--- config.mk ---
export PLATFORM = sky130hd
export DESIGN_NAME = keyenv_bank
export DESIGN_NICKNAME = d
export VERILOG_FILES = /design/src/rtl/keyenv_bank.sv
export SDC_FILE = /design/constraint.sdc
export NUM_CORES = 1
export LEC_CHECK = 0
export ABC_AREA = 1
export ABC_CLOCK_PERIOD_IN_PS = 8000
export BUFFER_PORTS_ARGS = -buffer_cell sky130_fd_sc_hd__buf_4
export CAP_MARGIN = 20
export CORE_UTILIZATION = 30
export CTS_BUF_LIST = sky130_fd_sc_hd__clkbuf_4
export CTS_CLUSTER_DIAMETER = 40
export CTS_CLUSTER_SIZE = 8
export DETAILED_ROUTE_END_ITERATION = 7
export PLACE_DENSITY = 0.55
export SLEW_MARGIN = 10
export SYNTH_ARGS = -nofsm -noshare
export SYNTH_HDL_FRONTEND = slang
export SYNTH_SLANG_ARGS = --single-unit
--- constraint.sdc ---
create_clock -name clk -period 8 [get_ports clk]
set_input_delay 0.8 -clock clk [delete_from_list [all_inputs] [get_ports clk]]
set_output_delay 0.8 -clock clk [all_outputs]
set_load 0.1 [all_outputs]
--- src/rtl/keyenv_bank.sv ---
module keyenv_bank #(
  parameter int NKEYS  = 37,
  parameter int LVL_W  = 8,
  parameter int RATE_W = 8,
  parameter int PH_W   = 8,
  parameter int SINE_W = 8,
  parameter int PW_W   = 16,
  parameter int PW_MID = 32767
) (
  input  logic                   clk,
  input  logic                   rst_n,
  input  logic                   tick,
  input  logic [NKEYS-1:0]       gate,
  input  logic [RATE_W-1:0]      attack_rate,
  input  logic [RATE_W-1:0]      release_rate,
  input  logic [RATE_W-1:0]      lfo_rate,
  input  logic [RATE_W-1:0]      lfo_depth,
  input  logic [SINE_W-1:0]      lfo_sine,
  output logic [PH_W-1:0]        lfo_addr,
  output logic [NKEYS*LVL_W-1:0] level_flat,
  output logic [PW_W-1:0]        pulse_width
);

  localparam int IDX_W   = (NKEYS > 1) ? $clog2(NKEYS) : 1;
  localparam int ACC_W   = ((LVL_W > RATE_W) ? LVL_W : RATE_W) + 2;
  localparam int PROD_W  = SINE_W + RATE_W;
  localparam int LVL_MAX = (1 << LVL_W) - 1;
  localparam logic [IDX_W-1:0] LAST = IDX_W'(NKEYS - 1);

  logic [NKEYS-1:0][LVL_W-1:0] lvl;
  logic [NKEYS-1:0]            gate_q;
  logic [RATE_W-1:0]           atk_q, rel_q, dep_q;
  logic [PH_W-1:0]             phase;
  logic [PW_W-1:0]             pw_q;
  logic [IDX_W-1:0]            idx;
  logic                        busy;

  logic [LVL_W-1:0]        cur, nxt;
  logic                    cur_gate;
  logic signed [ACC_W-1:0] up_sum, dn_sum;
  logic [PROD_W-1:0]       prod;
  logic [PW_W-1:0]         pw_next;

  assign cur      = lvl[idx];
  assign cur_gate = gate_q[idx];
  assign up_sum   = $signed(ACC_W'(cur)) + $signed(ACC_W'(atk_q));
  assign dn_sum   = $signed(ACC_W'(cur)) - $signed(ACC_W'(rel_q));

  always_comb begin
    nxt = cur;
    if (cur_gate) begin
      if (cur != LVL_W'(LVL_MAX))
        nxt = (up_sum > $signed(ACC_W'(LVL_MAX))) ? LVL_W'(LVL_MAX) : up_sum[LVL_W-1:0];
    end else begin
      if (cur != '0)
        nxt = (dn_sum < 0) ? '0 : dn_sum[LVL_W-1:0];
    end
  end

  assign prod    = PROD_W'(lfo_sine) * PROD_W'(dep_q);
  assign pw_next = PW_W'(PW_MID) - PW_W'(prod);

  always_ff @(posedge clk) begin
    if (!rst_n) begin
      lvl    <= '0;
      gate_q <= '0;
      atk_q  <= '0;
      rel_q  <= '0;
      dep_q  <= '0;
      phase  <= '0;
      pw_q   <= PW_W'(PW_MID);
      idx    <= '0;
      busy   <= 1'b0;
    end else if (!busy) begin
      if (tick) begin
        gate_q <= gate;
        atk_q  <= attack_rate;
        rel_q  <= release_rate;
        dep_q  <= lfo_depth;
        phase  <= phase + PH_W'(lfo_rate);
        idx    <= '0;
        busy   <= 1'b1;
      end
    end else begin
      lvl[idx] <= nxt;
      if (idx == LAST) begin
        busy <= 1'b0;
        pw_q <= pw_next;
      end else begin
        idx <= idx + 1'b1;
      end
    end
  end

  assign lfo_addr    = phase;
  assign level_flat  = lvl;
  assign pulse_width = pw_q;


  attack_rise_chk: assert property (@(posedge clk) disable iff (!rst_n)
    busy && cur_gate |=> lvl[$past(idx)] >= $past(cur));


  release_fall_chk: assert property (@(posedge clk) disable iff (!rst_n)
    busy && !cur_gate |=> lvl[$past(idx)] <= $past(cur));


  phase_step_chk: assert property (@(posedge clk) disable iff (!rst_n)
    !busy && tick |=> lfo_addr == $past(lfo_addr) + $past(lfo_rate));


  pw_hold_chk: assert property (@(posedge clk) disable iff (!rst_n)
    !(busy && idx == LAST) |=> $stable(pulse_width));


  sweep_end_chk: assert property (@(posedge clk) disable iff (!rst_n)
    busy && idx == LAST |=> !busy);


  busy_tick_chk: assert property (@(posedge clk) disable iff (!rst_n)
    busy && tick |=> $stable(lfo_addr));

endmodule

==> impl_metrics.tcl, run 1 <==
set metrics [dict create \
    area_growth_pct 21.7 \
    rows 101 \
    postSynthCellCount 3672 \
    final_cells 5102 \
    hpwl_mm 67.6 \
    drv_cap 0 \
    insertion_delay_ns 0.92 \
    synth_top_area_share_pct 33.7 \
    cts_setup_buffers 0 \
    worst_path_largest_cell_delay_ns 1.07 \
    cts_tree "built" \
    syn_area_per_cell_um2 6.28 \
    clock_skew_ns 0.114 \
    clk_path_buf_depth 3 \
    place.gp.congestion 0.906 \
    post-route-min-period_ns 5.90 \
    crit_required_ns 8.77 \
    fmax_mhz 170 \
    final_util_pct 36.9 \
    syn_nets 3857 \
    hp-class "in -> reg" \
    cts_resized 0 \
    worstSetupPathType "reg -> reg" \
    path_buf_inv 3 \
    finish.net_count 4181 \
    synth-xor-area-share_pct 0.873 \
    core_um2 76100 \
    critPathMostFrequentCell "nand2_1" \
    overflow 0 \
    path_max_fanout 42 \
    drc 0 \
    cts_max_level 3 \
    start_util_pct 30.3 \
    crit_chain "inv_2 > nor2_4 > nand2_1 > o21ai_0 > nor2_1 > nor2_1 > nor2_1 > nand2_1 > ha_1 > a21oi_1 > nand2_1 > nand3_1 > nand2_1 > a21oi_1 > o21bai_1 > nor2_1 > nand2_1 > nand2_2 > buf_4 > nand3_1 > nand2_1 > inv_1" \
    hold-worst-slack_ns 0.196 \
    clock-sinks 388 \
    finalSetupTns_ns 0 \
    p_leak_uw 0.0147 \
    routed_wl_mm 96.1 \
    dp.cells 4932 \
    finalSetupViolCount 0 \
    irDropWorstVdd_uv 130 \
    synth-seq-cells 388 \
    drt_pre_antenna_iters 6 \
    clk_pin_slew_ns 0.09 \
    drive_gt1_share_pct 15.4 \
    die_y_um 279 \
    die_w_um 279 \
    grt_max_degree 192 \
    slew_headroom_pct 21.2 \
    grt_pass1_vias 22300 \
    num_vias 24400 \
    maxSlewViolCount 0 \
    cp_slowest_cell "dfxtp_2" \
    clockRootBuffer "clkbuf_4" \
    numCtsBuffers 86 \
    portBuffers 399 \
    design.portCount 400 \
    cts_hold_buffers 0 \
    end_kind "register" \
    track_usage_pct 23.9 \
    finalCritPeriodShare_pct 73.7 \
    antenna_found_initial 10 \
    crit_family "simple AND/OR/NAND/NOR gates" \
    drtIter0Drc 2615 \
    synth_compound_area_share_pct 9.76 \
    worstMarginPinSlew_ns 1.18 \
    ys_seq_area_share_pct 33.7 \
    synth_cell_types 40 \
    wl_per_cell_um 18.8 \
    synth_top_family_by_area "simple AND/OR/NAND/NOR gates" \
    synthAdderAreaFrac_pct 7.06 \
    synth.area.top_cells "dfxtp_1 34%, nand2_1 15%, inv_1 11%" \
    drt-vias-per-instance 4.79 \
    finalPower_uw 5580 \
    yosys_warnings 0 \
    synth_top_cell_by_area "dfxtp_1" \
    finalHoldViolations 0 \
    critical_path_arrival_ns 6.67 \
    crit_path_start_kind "register" \
    status "finished, final reports clean" \
    die_area_um2 78000 \
    grt_first_pass_wirelength_mm 141 \
    rsz0062_at_grt "false" \
    syn_area_um2 23100 \
    power_density_nw_per_um2 199 \
    ant_nets 0 \
    synth_mux_area_share_pct 0 \
    synth-simple-area-share_pct 33.3 \
]
## where the power goes
part,total (uW),switching (uW),internal [uW]
clock,1990,962,1020
combinational,1580,1150,428
sequential,2010,45.5,1970
## through the flow
stage	instance area, um2	setup slack (ns)
global route	28100	1.72
detailed placement	26600	2.20
global placement	26600	2.35
CTS	28000	2.17
floorplan	23100	3.46
finish	28100	2.10
## cell families (layout without fill, tap and decap cells)
| kind of cell | Yosys count | count (layout) |
|---|---|---|
| buffers and inverters | 865 | 1261 |
| adder cells (fa/ha/maj) | 105 | 105 |
| XOR/XNOR | 23 | 23 |
| flip-flops | 388 | 388 |
| AND/OR/NAND/NOR | 1864 | 1864 |
| other | 0 | 4 |
| AO/OA/AOI/OAI | 427 | 427 |
## worst min-delay path, cell delays in order
cell     delay, ns
buf_4         0.07
o21ai_0       0.07
nor2_1        0.08
## sequential cells by signal, indices dropped and copies added (netlist names)
name         flops
atk_q            8
busy             1
dep_q            8
gate_q          37
idx              6
level_flat     296
lfo_addr         8
pulse_width     16
rel_q            8
## synthesized netlist by cell type
cell type / count
xor2_1: 15
nor2_2: 3
buf_6: 25
nor2_1: 548
buf_2: 56
inv_2: 1
buf_1: 16
a211o_1: 1
nand2_2: 9
a21o_1: 1
ha_1: 63
o211ai_1: 31
a21oi_1: 216
clkbuf_1: 98
nand3_2: 1
a211oi_1: 2
o22ai_1: 9
clkinv_1: 2
or3_1: 1
nand2_1: 902
o21ai_1: 8
nand2_4: 1
nand4_1: 4
xnor2_1: 8
inv_1: 659
nor3_2: 3
nand3_1: 375
dfxtp_1: 388
a31oi_1: 2
o2111ai_1: 1
fa_1: 42
a221oi_1: 1
buf_4: 8
o21ai_0: 153
nand3_4: 8
o21bai_1: 2
or2_2: 2
nor2_8: 1
nor2_4: 2
nor3_1: 4
## cell type report
class,instances,area [um2]
fill,8438,48000
multi-input combinational,2419,11800
sequential,388,7770
timing repair buffer,439,3340
inverter,662,2490
tap,1030,1290
clock buffer,93,698
clock inverter,67,697
antenna,4,10.0
## placed cells by master, fill, tap and decap left out, drive strengths merged, types with 8 or more instances in the layout
cell type,Yosys,routed
buf,105,439
clkinvlp,0,8
ha,63,63
o21ai,161,161
fa,42,42
clkbuf,98,93
a21oi,216,216
inv,660,662
xnor2,8,8
o211ai,31,31
bufinv,0,13
nand2,912,912
nor2,554,554
o22ai,9,9
nand3,384,384
xor2,15,15
dfxtp,388,388
clkinv,2,46
## path summary, 6_finish.rpt
check	from	endpoint	slack (ns)	cells past startpoint
min	gate[33]	gate_q[33]	0.20	3
max	idx[1]	level_flat[209]	2.10	22
min reg2reg	rel_q[6]	rel_q[6]	0.46	2
max reg2reg	idx[1]	level_flat[209]	2.10	22
## metal layers
metal  vias up  part of all wire [%]  GRT usage [%]
met1     11200                    41           30.3
met5         -                  0.11              0
met2      1078                    46           39.1
met3       191                   9.3           6.01
li1      11900                     -              -
met4        16                   3.5           8.68
(Power assumes the default switching activity.)
==> run 2, diff against run 1 <==
ABC_CLOCK_PERIOD_IN_PS = 5760   (was 8000)
clock period = 5.76 ns   (was 8 ns; I/O delays follow)
==> run 2 against run 1 <==
Against the previous run: critical path depth decreased by 2; global-route usage grew 0.11 points; utilization increased by 0.99 points; worst setup slack got worse by 1.3 ns; hold slack got worse by 0.13 ns; register-to-register slack worse by 1.3 ns; die area did not move; total power up 41%; critical path type unchanged; largest power group is now clock.
==> impl_metrics.tcl, run 2 (same netlist as run 1, synthesis figures left out) <==
set metrics [dict create \
    worstMarginPinSlew_ns 1.12 \
    rows 101 \
    finalHoldViolations 0 \
    core_um2 76100 \
    power_density_nw_per_um2 273 \
    worst_path_largest_cell_delay_ns 0.64 \
    design.portCount 400 \
    drt-vias-per-instance 4.75 \
    drc 0 \
    crit_family "simple AND/OR/NAND/NOR gates" \
    rsz0062_at_grt "false" \
    slew_headroom_pct 25.1 \
    path_buf_inv 4 \
    clock-sinks 388 \
    worstSetupPathType "reg -> reg" \
    track_usage_pct 24.0 \
    cts_tree "built" \
    layout_common_cells "901 x nand2_1, 656 x inv_1, 548 x nor2_1, 442 x buf_4, 386 x dfxtp_1" \
    hp-class "in -> reg" \
    end_kind "register" \
    drtIter0Drc 2438 \
    fillers 8333 \
    clk_path_buf_depth 3 \
    crit_chain "inv_2 > buf_4 > nand2_1 > nand3_1 > nand2_1 > o21ai_0 > inv_1 > nor2_1 > nand2_1 > ha_1 > nand2_1 > o21ai_0 > nor2_1 > o21bai_1 > a21oi_1 > nor2_8 > nand3_4 > nand3_1 > nand2_1 > inv_1" \
    grt_pass1_vias 22500 \
    grt_first_pass_wirelength_mm 142 \
    drt_pre_antenna_iters 8 \
    final_util_pct 37.9 \
    finalSetupTns_ns 0 \
    largest_reg_flops 296 \
    hpwl_mm 69.1 \
    place_ws_ns 0.894 \
    worstRegToRegCells 20 \
    worst-path-stages 20 \
    clockRootBuffer "clkbuf_4" \
    portBuffers 399 \
    final_common_cell "nand2_1" \
    place.gp.congestion 0.922 \
    r2r_slack_ns 0.76 \
    ant_nets 0 \
    die_y_um 279 \
    clk_pin_slew_ns 0.09 \
    startpoint "idx[0]" \
    fin_ws_ns 0.763 \
    r2r_start "idx[0]" \
    irDropWorstVdd_uv 205 \
    crit_end "level_flat[269]" \
    antenna_found_initial 13 \
    overflow 0 \
    routed_wl_mm 96.1 \
    path_max_fanout 49 \
    finish.net_count 4249 \
    area_growth_pct 25.0 \
    wl_per_cell_um 18.6 \
    drive_gt1_share_pct 15.2 \
    cts_max_level 3 \
    rr_endpoint "level_flat[269]" \
    die_w_um 279 \
    critPathMostFrequentCell "nand2_1" \
    finalSetupViolCount 0 \
    maxSlewViolCount 0 \
    cts_setup_buffers 0 \
    clock_skew_ns 0.106 \
    fmax_mhz 200 \
    status "finished, final reports clean" \
    numCtsBuffers 86 \
    finalCritPeriodShare_pct 86.7 \
    post-route-min-period_ns 5.00 \
    p_leak_uw 0.0150 \
    num_vias 24600 \
    crit_path_start_kind "register" \
    cp_slowest_cell "nand3_4" \
    critical_path_arrival_ns 5.82 \
    die_area_um2 78000 \
    grt_max_degree 169 \
    drv_cap 0 \
    start_util_pct 30.3 \
    crit_required_ns 6.58 \
    insertion_delay_ns 0.91 \
]
==> run 2: power by group <==
group / internal, uW / switching (uW)
Clock: 1530 / 1310
Sequential: 2730 / 60.5
Combinational: 650 / 1600
==> run 2: timing repair <==
item                                   4_1_cts  5_1_grt
endpoints found under the hold margin       54        0
resized for setup                            0        0
hold buffers                                54        0
==> run 2: layout make-up <==
type | instances | area [um2] | share of cell area (%)
sequential | 388 | 7770 | 27.0
clock buffer | 97 | 728 | 2.53
multi-input combinational | 2419 | 11800 | 40.9
tap | 1030 | 1290 | 4.47
timing repair buffer | 507 | 4050 | 14.1
inverter | 662 | 2490 | 8.64
clock inverter | 61 | 702 | 2.43
antenna | 7 | 17.5 | 0.0607
==> run 2: routing by layer <==
layer | vias up | GRT usage [%] | wire length (um)
met1 | 11300 | 30.7 | 39800
li1 | 12100 | - | -
met3 | 173 | 5.42 | 8320
met4 | 12 | 7.83 | 3000
met2 | 1055 | 39.8 | 44900
met5 | - | 0 | 60
==> run 2: worst register-to-register path, delay by kind of cell (launching register included) <==
family	cells	cell delay [ns]
compound gates	4	0.97
fa+ha+maj	1	0.44
buf+inv	4	0.83
simple gates	11	2.18
flops	1	0.54
==> run 2: metrics by stage <==
step	std cells	instance area, um2	hold slack [ns]	power [uW]
final	5171	28800	0.0617	7880
after global routing	5171	28800	0.0237	8290
after CTS	5158	28800	0.0109	7940
after detailed placement	4946	26800	0.451	5070
after global placement	4944	26800	0.448	5060
after floorplan	3672	23100	0.435	4460
==> run 2: worst min path at each step <==
| stage | from | endpoint | slack (ns) | depth (start not counted) |
|---|---|---|---|---|
| 5_1_grt | gate[15] | gate_q[15] | 0.02 | 3 |
| 2_1_floorplan | rel_q[6] | rel_q[6] | 0.44 | 2 |
| 3_5_place_dp | pulse_width[4] | pulse_width[4] | 0.45 | 2 |
| 3_3_place_gp | pulse_width[4] | pulse_width[4] | 0.45 | 2 |
| 4_1_cts | gate[15] | gate_q[15] | 0.01 | 3 |
| 6_report | gate[18] | gate_q[18] | 0.06 | 3 |
